File: src/rtl/da_fir.sv
module da_fir #(
  parameter int NTAPS = 4,
  parameter int BW = 8,
  parameter int CW = 8,
  parameter logic [NTAPS*CW-1:0] COEFS = {8'sd17, -8'sd128, 8'sd100, -8'sd3},
  localparam int TW = CW + $clog2(NTAPS) + 1,
  localparam int HW = TW + 1,
  localparam int OUT_W = HW + BW
) (
  input  logic             clk,
  input  logic             rst_n,
  input  logic             in_valid,
  input  logic [BW-1:0]    in_data,
  output logic             in_ready,
  output logic             out_valid,
  output logic [OUT_W-1:0] out_data
);
  localparam int DEPTH = 1 << NTAPS;
  localparam int CNT_W = (BW > 2) ? $clog2(BW) : 1;

  function automatic logic signed [TW-1:0] entry_f(input int a);
    logic signed [TW-1:0] s;
    s = '0;
    for (int k = 0; k < NTAPS; k++)
      if (a[k]) s = s + {{(TW-CW){COEFS[k*CW+CW-1]}}, COEFS[k*CW +: CW]};
    return s;
  endfunction

  logic signed [TW-1:0] tbl [DEPTH];
  for (genvar a = 0; a < DEPTH; a++) begin : g_tbl
    localparam logic signed [TW-1:0] V = entry_f(a);
    assign tbl[a] = V;
  end

  logic [BW-1:0]    taps [NTAPS];
  logic [CNT_W-1:0] cnt;
  logic             busy;
  logic [OUT_W-1:0] acc;
  logic [NTAPS-1:0] addr;

  // ready when idle or in the final bit cycle of a frame
  wire first  = busy && (cnt == '0);
  wire last   = busy && (cnt == CNT_W'(BW-1));
  wire accept = in_valid && in_ready;
  assign in_ready = !busy || last;

  always_comb
    for (int k = 0; k < NTAPS; k++) addr[k] = taps[k][cnt];

  wire signed [HW:0]   term = HW'(tbl[addr]);
  wire signed [HW-1:0] hi   = first ? '0 : acc[OUT_W-1:BW];
  // sign-bit term carries negative weight
  wire signed [HW:0]   sum  = last ? (hi - term) : (hi + term);
  wire [BW-2:0]        lo   = first ? '0 : acc[BW-1:1];
  wire [OUT_W-1:0]     acc_nxt = {sum, lo};

  always_ff @(posedge clk) begin
    if (!rst_n) begin
      busy <= 1'b0;
      cnt  <= '0;
      acc  <= '0;
      out_valid <= 1'b0;
      out_data  <= '0;
      for (int k = 0; k < NTAPS; k++) taps[k] <= '0;
    end else begin
      out_valid <= last;
      if (last) out_data <= acc_nxt;
      if (busy) acc <= acc_nxt;
      if (accept) begin
        busy <= 1'b1;
        cnt  <= '0;
        taps[0] <= in_data;
        for (int k = 1; k < NTAPS; k++) taps[k] <= taps[k-1];
      end else if (last) begin
        busy <= 1'b0;
      end else if (busy) begin
        cnt <= cnt + 1'b1;
      end
    end
  end
endmodule


File: config.mk
export PLATFORM = sky130hd
export DESIGN_NAME = da_fir
export DESIGN_NICKNAME = d
export VERILOG_FILES = /design/src/rtl/da_fir.sv
export SDC_FILE = /design/constraint.sdc
export NUM_CORES = 1
export LEC_CHECK = 0
export ABC_CLOCK_PERIOD_IN_PS = 5500
export BUFFER_PORTS_ARGS = -buffer_cell sky130_fd_sc_hd__buf_2
export CAP_MARGIN = 20
export CORE_ASPECT_RATIO = 1.4
export CORE_MARGIN = 2
export CORE_UTILIZATION = 55
export CTS_CLUSTER_DIAMETER = 120
export DETAILED_ROUTE_END_ITERATION = 10
export PLACE_DENSITY = 0.74
export SLEW_MARGIN = 20
export SYNTH_ARGS = -nofsm -noshare
export SYNTH_HDL_FRONTEND = slang
export SYNTH_SLANG_ARGS = --single-unit
File: constraint.sdc
create_clock -name clk -period 5.5 [get_ports clk]
set_input_delay 0.275 -clock clk [delete_from_list [all_inputs] [get_ports clk]]
set_output_delay 0.275 -clock clk [all_outputs]
set_load 0.05 [all_outputs]
Word-level counts from Yosys, hierarchy flattened
Memories as Yosys holds them, arrays and structs flattened.
Cells that the tools add are included.
Cells by class
  $add $sub $neg: 3
  magnitude comparators: 2
  equality and inequality tests: 1
  multiplexer cells: 23
  bitwise gates (word level): 7
  reductions and logical operators: 9
Operators with widths (count)
  8-bit two-way mux: 4
  11-bit two-way mux: 2
  12-bit by 11-bit adder with 13-bit output: 1
  13-bit two-way mux: 1
  12-bit by 11-bit subtractor with 13-bit output: 1
  1-bit binary-select mux with 3-bit select: 4
  12-bit two-way mux: 1
  1-bit two-way mux: 10
  7-bit two-way mux: 1
  5-bit >= comparator, second input constant: 1
  4-bit inverter with 5-bit output: 1
  3-bit by 4-bit less-than comparator with 1-bit output, second input constant: 1
  1-bit bitwise OR: 4
  3-bit by 1-bit adder with 3-bit output, second input constant: 1
  3-bit equality test, second input constant: 1
  1-bit logical AND: 3
  3-bit logical NOT: 1
  1-bit inverter: 2
  2-bit AND reduction: 1
  2-bit nonzero test: 1
  2-bit OR reduction: 1
  1-bit logical NOT: 1
  1-bit logical OR: 1
Storage, ports and cells
  register bits: 45
  memory bits (writable): 32
  bits in read-only memories: 176
  input port bits: 11
  word-level logic and storage cells: 52
  memories kept: 2
Memories
  (name not given): depth 16, width 11, read ports 1, clocked after Yosys merged registers in 0, write ports 0, line 50  | wire signed [HW:0] term = HW'(tbl[addr]);
  taps: depth 4, width 8, read ports 4, clocked after Yosys merged registers in 0, write ports 4, line 35  | logic [BW-1:0] taps [NTAPS];

Logic depth before layout (Yosys ltp)
Gate-level depths: netlist of run 1.
An unclocked memory read counts as a cell.
  depth after elaboration: 9
  depth in mapped cells: 20
  depth with buffers taken out: 18

Worst setup path before layout of run 1
Ideal clock, no wire load.
  path type: flip-flop to flip-flop
  start point: register cnt[0]
  end point: register out_data[19]
  arrival time: 3.762 ns
  required time: 5.430 ns
  slack: 1.668 ns
  cell stages (with the launch flop): 19
  path buffers: 1
  path through: dfxtp_1 -> buf_2 -> mux4_1 -> mux2i_1 -> inv_1 -> ha_1 -> nor3_1 -> a21oi_1 -> nor2_1 -> a31oi_1 -> o21ai_1 -> ha_1 -> o21ai_0 -> nor2_1 -> o41ai_1 -> o211ai_1 -> o211ai_1 -> xor3_1 -> a21oi_1
Between the ends
  longest elaborated chain between the ends: 8
  elaborated cells between the ends (all ways): 20
  those cells by class: 2 x add/sub; 1 x eq/ne; 12 x mux; 1 x bitwise; 3 x reduce/logical; 1 x memory
Ends and longest elaborated chain
  start, declared: line 36  | logic [CNT_W-1:0] cnt;
  start signal, assigned: line 77  | cnt <= cnt + 1'b1;
  1-bit binary-select mux with 3-bit select: line 48  | for (int k = 0; k < NTAPS; k++) addr[k] = taps[k][cnt];
  1-bit two-way mux (implied by the code): line 48
  4-bit inverter with 5-bit output (implied by the code): line 50
  memory 16 x 11 bit
  11-bit two-way mux (implied by the code) (2 in a row): line 50
  12-bit by 11-bit adder with 13-bit output or 12-bit by 11-bit subtractor with 13-bit output (tied branches): line 53  | wire signed [HW:0] sum = last ? (hi - term) : (hi + term);
  13-bit two-way mux: line 53
  end signal, assigned: line 67  | if (last) out_data <= acc_nxt;
  end, declared: line 16  | output logic [OUT_W-1:0] out_data
Several ways; a longest one is shown, not always the timed one. The select of a mux whose other input is x is not followed.
A chain may end at the register's enable or synchronous reset.

Final worst setup path of run 1
Ends and elaborated chain as after synthesis.

==> metrics.md, run 1 <==
| Metric | Value |
|---|---|
| Outcome | finished clean |
| Cell at the root of the clock tree | sky130_fd_sc_hd__clkbuf_8 |
| Clock tree from TritonCTS | yes |
| Crit-path slowest cell | sky130_fd_sc_hd__mux4_1 |
| Leakage power summed over all cells | 1.863 nW |
| Count of endpoints failing hold in the final timing report | 0 |
| Top cell type by total area after synthesis | sky130_fd_sc_hd__edfxtp_1 |
| Clock latency of the later-clocked register in the worst-skew pair | 0.35 ns |
| Post-synthesis sequential element count | 76 |
| Slowest stage delay, CP | 0.62 ns |
| Most utilized layer in the global route result | met2 |
| Antenna diode count | 0 |
| Min-Delay Startpoint | in_valid |
| Inserted Clock Buffers | 9 |
| Fraction of synthesized cell area taken by the top area cell type | 23.36% |
| Post-synthesis instance total | 412 |
| Maximum buffer depth of the clock tree | 2 |
| FFs w/ async S/R, synth | 0% |
| Final Cycle Share | 84.21% |
| Number of H-tree levels | 3 |
| Kind of cell adding the most delay to the critical path | compound AO/OA/AOI/OAI gates |
| RSZ-0062 raised after global routing | false |
| Initial Utilization | 56.24% |
| Final cell utilization of the core | 61.22% |
| CP endpoint kind | flip-flop |
| Number of placement rows | 37 |
| Antenna violations before repair | 0 |
| PD cells | 312.8 nW/um^2 |
| Number of I/O port buffers | 32 |
| Tmin final | 4.632 ns |
| DRC violations left | 0 |
| Synthesized Nets | 444 |
| Met3 Usage GRT | 4.499% |
| Req. time, crit path | 5.78 ns |
| Fin. max-slew vios | 0 |
| Path class of the lowest-slack min-delay path | in -> reg |
| Highest achievable clock rate | 215.9 MHz |
| Origin of the critical flop-to-flop path | cnt[0] |
| M2 GR Usage | 37.34% |
| ANT nets after route | 0 |
| Worst-path clk slew | 0.08 ns |
| Post-CTS repair timing setup buffer count | 0 |
| Final Power | 1.401 mW |
| Worst slew margin relative to its limit | 48.88% |
| Count of non-filler cells in the finished layout | 536 |
| Number of buffers inserted by hold repair at cts | 0 |
| Distinct cell type count after synthesis | 49 |
| Number of ports placed on the die boundary | 33 |
| RD Place Congestion | 0.8841 |
| Vias in the first global route | 2908 |
| Total negative setup slack | 0 ns |
| Met1 Resource Use GR | 22.43% |
| Maximum clock skew at final layout | 0.01141 ns |
| Synthesis-to-layout area growth | 8.850% |
| Remaining global-route overflow | 0 |
| HPWL after detailed placement | 5512 um |
| Worst path buffer plus inverter count | 1 |
| Fin worst setup slack | 0.8683 ns |
| Slew of the pin with the lowest slew margin | 0.7668 ns |
| Mapped Avg Cell Area | 9.985 sq um |
| Setup WS pre-CTS | 0.9460 ns |
| Launch point of the critical path | cnt[0] |
| First-pass GRT wire length | 13270 um |
| Largest net degree at the start of global routing | 45 |
| Via count | 2916 |
| Chain of cells forming the critical path | mux4_1 -> mux2i_1 -> inv_1 -> ha_1 -> nor3_1 -> a21oi_1 -> nor2_1 -> a31oi_1 -> o21ai_1 -> ha_1 -> o21ai_0 -> nor2_1 -> o41ai_1 -> o211ai_1 -> o211ai_1 -> xor3_1 -> a21oi_1 |
| Cells taking the most area after synthesis | sky130_fd_sc_hd__edfxtp_1, sky130_fd_sc_hd__dfxtp_1, sky130_fd_sc_hd__and2_1 |
| Crit path DAT | 4.91 ns |
| Fraction of final layout cells sized beyond drive strength 1 | 13.90% |
| Highest fanout seen on the critical path | 10 |
| Vias per cell | 5.440 |
| Max-cap viol count | 0 |
| Post-route cell area | 4478 sq um |
| Category of the critical setup timing path | reg -> reg |
| Number of warning messages in the yosys log | 0 |
| Fraction of the yosys area taken by sequential cells | 44.77% |
| Post-placement cell area | 4318 sq um |
| Mapped Area | 4114 sq um |
| Number of nets at the end of the flow | 466 |
| First-pass iteration count of the detailed router | 4 |
| Number of setup violations in the final report | 0 |
| Overall routing resource usage | 20.71% |
| Die Width | 77.10 um |
| Number of enable flip-flop cells after synthesis | 32 |
| Count of cells resized by post-cts repair | 0 |
| Hold WS | 0.1658 ns |
| Die extent in y | 106.3 um |
| Routed wire length | 7783 um |
| Core area | 7315 sq um |
| Total Die Area | 8198 sq um |
| Number of placed cells counting well taps | 520 |
| DR WL/cell | 14.52 um |
| Synth Flop Type | sky130_fd_sc_hd__dfxtp_1 |
| Nature of the critical path startpoint | flip-flop |
| Number of sinks on the clock net | 76 |
| Number of DRC markers in iteration 0 | 94 |
| Peak ir drop on the vdd network | 0.1986 mV |
==> kinds of logic (layout without fill, tap and decap cells) <==
kind of cell,count (synthesis),in the layout,synth area share (%)
flops,76,76,44.77
mux,22,22,7.968
simple gates,157,157,19.92
fa+ha+maj,21,21,6.569
compound gates,85,85,13.96
buf+inv,39,66,3.893
xor+xnor,12,12,2.920
==> synth_stat cells (2+ instances only) <==
master                     count
sky130_fd_sc_hd__inv_1        12
sky130_fd_sc_hd__a21o_1        3
sky130_fd_sc_hd__and3_1        3
sky130_fd_sc_hd__nor2b_1      10
sky130_fd_sc_hd__edfxtp_1     32
sky130_fd_sc_hd__clkbuf_1     20
sky130_fd_sc_hd__o211a_1       4
sky130_fd_sc_hd__dfxtp_1      44
sky130_fd_sc_hd__nor3_1        4
sky130_fd_sc_hd__o21ai_0      10
sky130_fd_sc_hd__o21a_1        5
sky130_fd_sc_hd__a21boi_1     20
sky130_fd_sc_hd__nand3b_1      2
sky130_fd_sc_hd__nand2b_1      9
sky130_fd_sc_hd__a32oi_1       2
sky130_fd_sc_hd__a21oi_1      19
sky130_fd_sc_hd__nand2_1      38
sky130_fd_sc_hd__mux2i_1      14
sky130_fd_sc_hd__or3_1         2
sky130_fd_sc_hd__o21ai_1       9
sky130_fd_sc_hd__mux4_2        4
sky130_fd_sc_hd__buf_2         2
sky130_fd_sc_hd__o211ai_1      3
sky130_fd_sc_hd__nor2_1       17
sky130_fd_sc_hd__xor2_1        3
sky130_fd_sc_hd__and2_1       46
sky130_fd_sc_hd__xnor2_1       8
sky130_fd_sc_hd__a211oi_1      3
sky130_fd_sc_hd__ha_1         20
sky130_fd_sc_hd__nand3_1      22
sky130_fd_sc_hd__inv_2         2
sky130_fd_sc_hd__mux2i_4       2
sky130_fd_sc_hd__mux4_1        2
==> path summary, 6_finish.rpt <==
path	end	slack (ns)	depth (start not counted)
worst max-delay path	out_data[19]	0.87	17
worst min-delay path	busy	0.17	2
worst max register to register	out_data[19]	0.87	17
worst min register to register	out_data[1]	0.45	2
==> layer usage <==
layer | vias to the layer above | routed length (um)
li1 | 1482 | -
met2 | 43 | 4069
met3 | 19 | 199
met4 | 0 | 263
met5 | - | 0
met1 | 1372 | 3250
==> flip-flops by register name, summed over array words and instances, names as in the netlist <==
| signal | flops |
|---|---|
| busy | 1 |
| acc | 19 |
| taps | 32 |
| out_valid | 1 |
| cnt | 3 |
| out_data | 20 |
==> final cells by class <==
type	count	area [sq um]
clock buffer	11	131.4
clock inverter	5	28.78
fill	653	2836
inverter	14	52.55
multi-input combinational	297	2112
sequential	76	1842
tap	97	121.4
timing repair buffer	36	190.2
==> worst register-to-register path: stages (launching register included) <==
cell	delay, ns
sky130_fd_sc_hd__dfxtp_1	0.60
sky130_fd_sc_hd__mux4_1	0.63
sky130_fd_sc_hd__mux2i_1	0.27
sky130_fd_sc_hd__inv_1	0.15
sky130_fd_sc_hd__ha_1	0.23
sky130_fd_sc_hd__nor3_1	0.44
sky130_fd_sc_hd__a21oi_1	0.13
sky130_fd_sc_hd__nor2_1	0.11
sky130_fd_sc_hd__a31oi_1	0.05
sky130_fd_sc_hd__o21ai_1	0.12
sky130_fd_sc_hd__ha_1	0.27
sky130_fd_sc_hd__o21ai_0	0.19
sky130_fd_sc_hd__nor2_1	0.11
sky130_fd_sc_hd__o41ai_1	0.55
sky130_fd_sc_hd__o211ai_1	0.15
sky130_fd_sc_hd__o211ai_1	0.13
sky130_fd_sc_hd__xor3_1	0.27
sky130_fd_sc_hd__a21oi_1	0.17
==> cells in the final DEF (no fill, tap or decap), types with 4 or more instances in the layout <==
cell and n:
sky130_fd_sc_hd__nor2_1 17, sky130_fd_sc_hd__nand2b_1 9, sky130_fd_sc_hd__a21oi_1 19, sky130_fd_sc_hd__and2_1 46, sky130_fd_sc_hd__dfxtp_1 44, sky130_fd_sc_hd__inv_1 12
sky130_fd_sc_hd__edfxtp_1 32, sky130_fd_sc_hd__o21a_1 5, sky130_fd_sc_hd__ha_1 20, sky130_fd_sc_hd__nand2_1 38, sky130_fd_sc_hd__nor2b_1 10, sky130_fd_sc_hd__nand3_1 22
sky130_fd_sc_hd__clkbuf_8 9, sky130_fd_sc_hd__o21ai_1 9, sky130_fd_sc_hd__nor3_1 4, sky130_fd_sc_hd__mux2i_1 14, sky130_fd_sc_hd__o211a_1 4, sky130_fd_sc_hd__o21ai_0 10
sky130_fd_sc_hd__mux4_2 4, sky130_fd_sc_hd__buf_2 32, sky130_fd_sc_hd__xnor2_1 8, sky130_fd_sc_hd__a21boi_1 20, sky130_fd_sc_hd__buf_4 4
==> report_power, final <==
group | leakage, nW | switching, mW | internal, mW
logic | 1.08 | 0.230 | 0.169
clock network | 0.0768 | 0.195 | 0.161
registers | 0.704 | 0.0200 | 0.626
total | 1.86 | 0.445 | 0.955
(Power assumes the default switching activity.)
==> run 2, diff against run 1 <==
--- a/config.mk
+++ b/config.mk
@@ -5,7 +5,7 @@
 export SDC_FILE = /design/constraint.sdc
 export NUM_CORES = 1
 export LEC_CHECK = 0
-export ABC_CLOCK_PERIOD_IN_PS = 5500
+export ABC_CLOCK_PERIOD_IN_PS = 4280
 export BUFFER_PORTS_ARGS = -buffer_cell sky130_fd_sc_hd__buf_2
 export CAP_MARGIN = 20
 export CORE_ASPECT_RATIO = 1.4
==> constraint.sdc (replaced) <==
create_clock -name clk -period 4.28 [get_ports clk]
set_input_delay 0.214 -clock clk [delete_from_list [all_inputs] [get_ports clk]]
set_output_delay 0.214 -clock clk [all_outputs]
set_load 0.05 [all_outputs]
==> run 2 against run 1 <==
Compared with the run above: global-route usage down 0.63 points; critical endpoint is now acc[19]; sequential share of layout area shrank 1.4 points; largest power group unchanged; combinational power increased by 43%.
==> metrics.md, run 2 (synthesis gave the netlist of run 1 again) <==
| Metric | Value |
|---|---|
| Cell at the root of the clock tree | sky130_fd_sc_hd__clkbuf_8 |
| Leakage power summed over all cells | 1.965 nW (+5.5%) |
| ANT nets after route | 0 (unchanged) |
| Register with the highest flop count | taps |
| Highest achievable clock rate | 240.7 MHz (+11%) |
| Remaining global-route overflow | 0 (unchanged) |
| Leading registers by flop count | taps (32), out_data (20), acc (19) |
| Vias in the first global route | 2882 (-0.89%) |
| Max-cap viol count | 0 (unchanged) |
| DR WL/cell | 14.32 um (-1.4%) |
| Final Cycle Share | 97.08% (+13 points) |
| Number of sinks on the clock net | 76 (unchanged) |
| Worst-path clk slew | 0.08 ns (about the same) |
| Number of buffers inserted by hold repair at cts | 0 (unchanged) |
| Final cell utilization of the core | 63.62% (+2.4 points) |
| Crit path DAT | 4.43 ns (-0.48 ns) |
| Inserted Clock Buffers | 9 (unchanged) |
| Count of endpoints failing hold in the final timing report | 0 (unchanged) |
| Routed wire length | 7907 um (+1.6%) |
| Tmin final | 4.155 ns (-0.4768 ns) |
| Highest fanout seen on the critical path | 7 (-3) |
| Number of setup violations in the final report | 0 (unchanged) |
| Setup WS pre-CTS | 0.007854 ns (-0.9382 ns) |
| Die Width | 77.10 um (unchanged) |
| Peak ir drop on the vdd network | 0.2741 mV (+38%) |
| Maximum clock skew at final layout | 0.01284 ns (+0.001433 ns) |
| Path class of the lowest-slack min-delay path | in -> reg |
| Core area | 7315 sq um (unchanged) |
| Register share of total power | 43.2% (-2.9 points) |
| Number of DRC markers in iteration 0 | 165 (+76%) |
| Slew of the pin with the lowest slew margin | 0.7611 ns (-0.005762 ns) |
| Largest net degree at the start of global routing | 45 (unchanged) |
| Synthesis-to-layout area growth | 13.11% |
| Most common cell after layout, fill and taps aside | sky130_fd_sc_hd__and2_1 |
| Nature of the critical path startpoint | flip-flop |
| Vias per cell | 5.444 (about the same) |
| Fin. max-slew vios | 0 (unchanged) |
| Antenna diode count | 0 (unchanged) |
| Number of ports placed on the die boundary | 33 (unchanged) |
| Initial Utilization | 56.24% (unchanged) |
| Total Die Area | 8198 sq um (unchanged) |
| Relative contribution of combinational cells to total power | 29.8% (+1.3 points) |
| Category of the critical setup timing path | reg -> reg |
| Switching Power | 595.4 uW (+34%) |
| DRC violations left | 0 (unchanged) |
| Number of nets at the end of the flow | 482 (+3.4%) |
| Commonest cells after routing, fill and taps aside | sky130_fd_sc_hd__and2_1, sky130_fd_sc_hd__dfxtp_1, sky130_fd_sc_hd__nand2_1 |
| Die extent in y | 106.3 um (unchanged) |
| Maximum buffer depth of the clock tree | 2 (unchanged) |
| First-pass iteration count of the detailed router | 4 (unchanged) |
| Number of H-tree levels | 3 (unchanged) |
| Number of I/O port buffers | 32 (unchanged) |
| Share of total power in the clock network | 27.0% (+1.6 points) |
| Outcome | finished clean |
| Via count | 3005 (+3.1%) |
| HPWL after detailed placement | 5665 um (+2.8%) |
| Number of flip-flops in the largest register | 32 (unchanged) |
| Antenna violations before repair | 0 (unchanged) |
| Worst slew margin relative to its limit | 49.26% (+0.38 points) |
| PD cells | 412.5 nW/um^2 (+32%) |
| Clock latency of the later-clocked register in the worst-skew pair | 0.35 ns (about the same) |
| Number of placement rows | 37 (unchanged) |
| CP endpoint kind | flip-flop |
| RD Place Congestion | 0.8885 (+0.50%) |
| Req. time, crit path | 4.56 ns (-1.22 ns) |
| Clock tree from TritonCTS | yes |
| Switching portion of total power | 31.02% (-0.77 points) |
| Internal power consumption | 1.324 mW (+39%) |
| First-pass GRT wire length | 13060 um (-1.6%) |
| Fraction of final layout cells sized beyond drive strength 1 | 19.12% (+5.2 points) |
| Fin worst setup slack | 0.1251 ns (-0.7432 ns) |
| Overall routing resource usage | 20.08% (-0.63 points) |
==> run 2: power groups by stage <==
stage	registers [mW]	logic [mW]	clock network [mW]
floorplan	0.833	0.416	0
global route	0.835	0.631	0.560
global placement	0.842	0.513	0
finish	0.829	0.572	0.518
CTS	0.829	0.525	0.533
detailed placement	0.845	0.522	0
==> run 2: layer usage <==
metal,wire (um),up-vias,track usage [%]
met5,0,-,0
met1,3322,1410,23.04
met3,294,14,4.499
met2,4106,69,35.65
li1,-,1512,-
met4,184,0,8.801
==> run 2: area by class of cell <==
type	instances	area, sq um
Clock buffer	11	131.4
Fill cell	610	2661
Clock inverter	5	52.55
Inverter	14	52.55
Sequential cell	76	1847
Timing Repair Buffer	52	310.3
Tap cell	97	121.4
Multi-Input combinational cell	297	2138
==> run 2: timing repair <==
item                                   in CTS  in global routing
buffers inserted                            0                  9
pin swaps                                   0                  4
setup endpoints to repair                   2                  8
endpoints found under the hold margin       0                  0
gates cloned                                0                  0
gates resized for setup                     1                 10
==> run 2: path summary, 6_finish.rpt <==
kind / start / end / slack [ns] / cells past startpoint
worst min register to register: out_data[13] / out_data[13] / 0.45 / 2
worst max-delay path: cnt[0] / acc[19] / 0.13 / 18
worst max register to register: cnt[0] / acc[19] / 0.13 / 18
worst min-delay path: in_valid / busy / 0.10 / 2
==> run 2: worst max-delay path, stage by stage, from the launching register on <==
cell and delay, ns:
sky130_fd_sc_hd__dfxtp_4 0.40, sky130_fd_sc_hd__mux4_1 0.57, sky130_fd_sc_hd__mux2i_2 0.22, sky130_fd_sc_hd__ha_1 0.31, sky130_fd_sc_hd__nand2b_2 0.25, sky130_fd_sc_hd__nor2_4 0.15
sky130_fd_sc_hd__nor3_1 0.07, sky130_fd_sc_hd__a21oi_1 0.13, sky130_fd_sc_hd__nand2_1 0.06, sky130_fd_sc_hd__o21ai_1 0.13, sky130_fd_sc_hd__ha_1 0.29, sky130_fd_sc_hd__o21ai_0 0.09
sky130_fd_sc_hd__nor2_1 0.10, sky130_fd_sc_hd__o41ai_2 0.25, sky130_fd_sc_hd__buf_4 0.18, sky130_fd_sc_hd__o211ai_1 0.09, sky130_fd_sc_hd__o211ai_1 0.12, sky130_fd_sc_hd__xor3_1 0.49
sky130_fd_sc_hd__a21oi_1 0.16
==> run 2: stage by stage <==
| stage | TNS, ns | cells | hold WS, ns | total power [mW] | instance area [sq um] |
|---|---|---|---|---|---|
| after floorplan | 0 | 412 | 0.3381 | 1.248 | 4114 |
| after global placement | 0 | 527 | 0.4361 | 1.355 | 4370 |
| after detailed placement | 0 | 527 | 0.4437 | 1.367 | 4370 |
| after CTS | 0 | 543 | 0.08777 | 1.888 | 4556 |
| after global routing | -0.2302 | 552 | 0.09925 | 2.025 | 4653 |
| final | 0 | 552 | 0.1035 | 1.920 | 4653 |
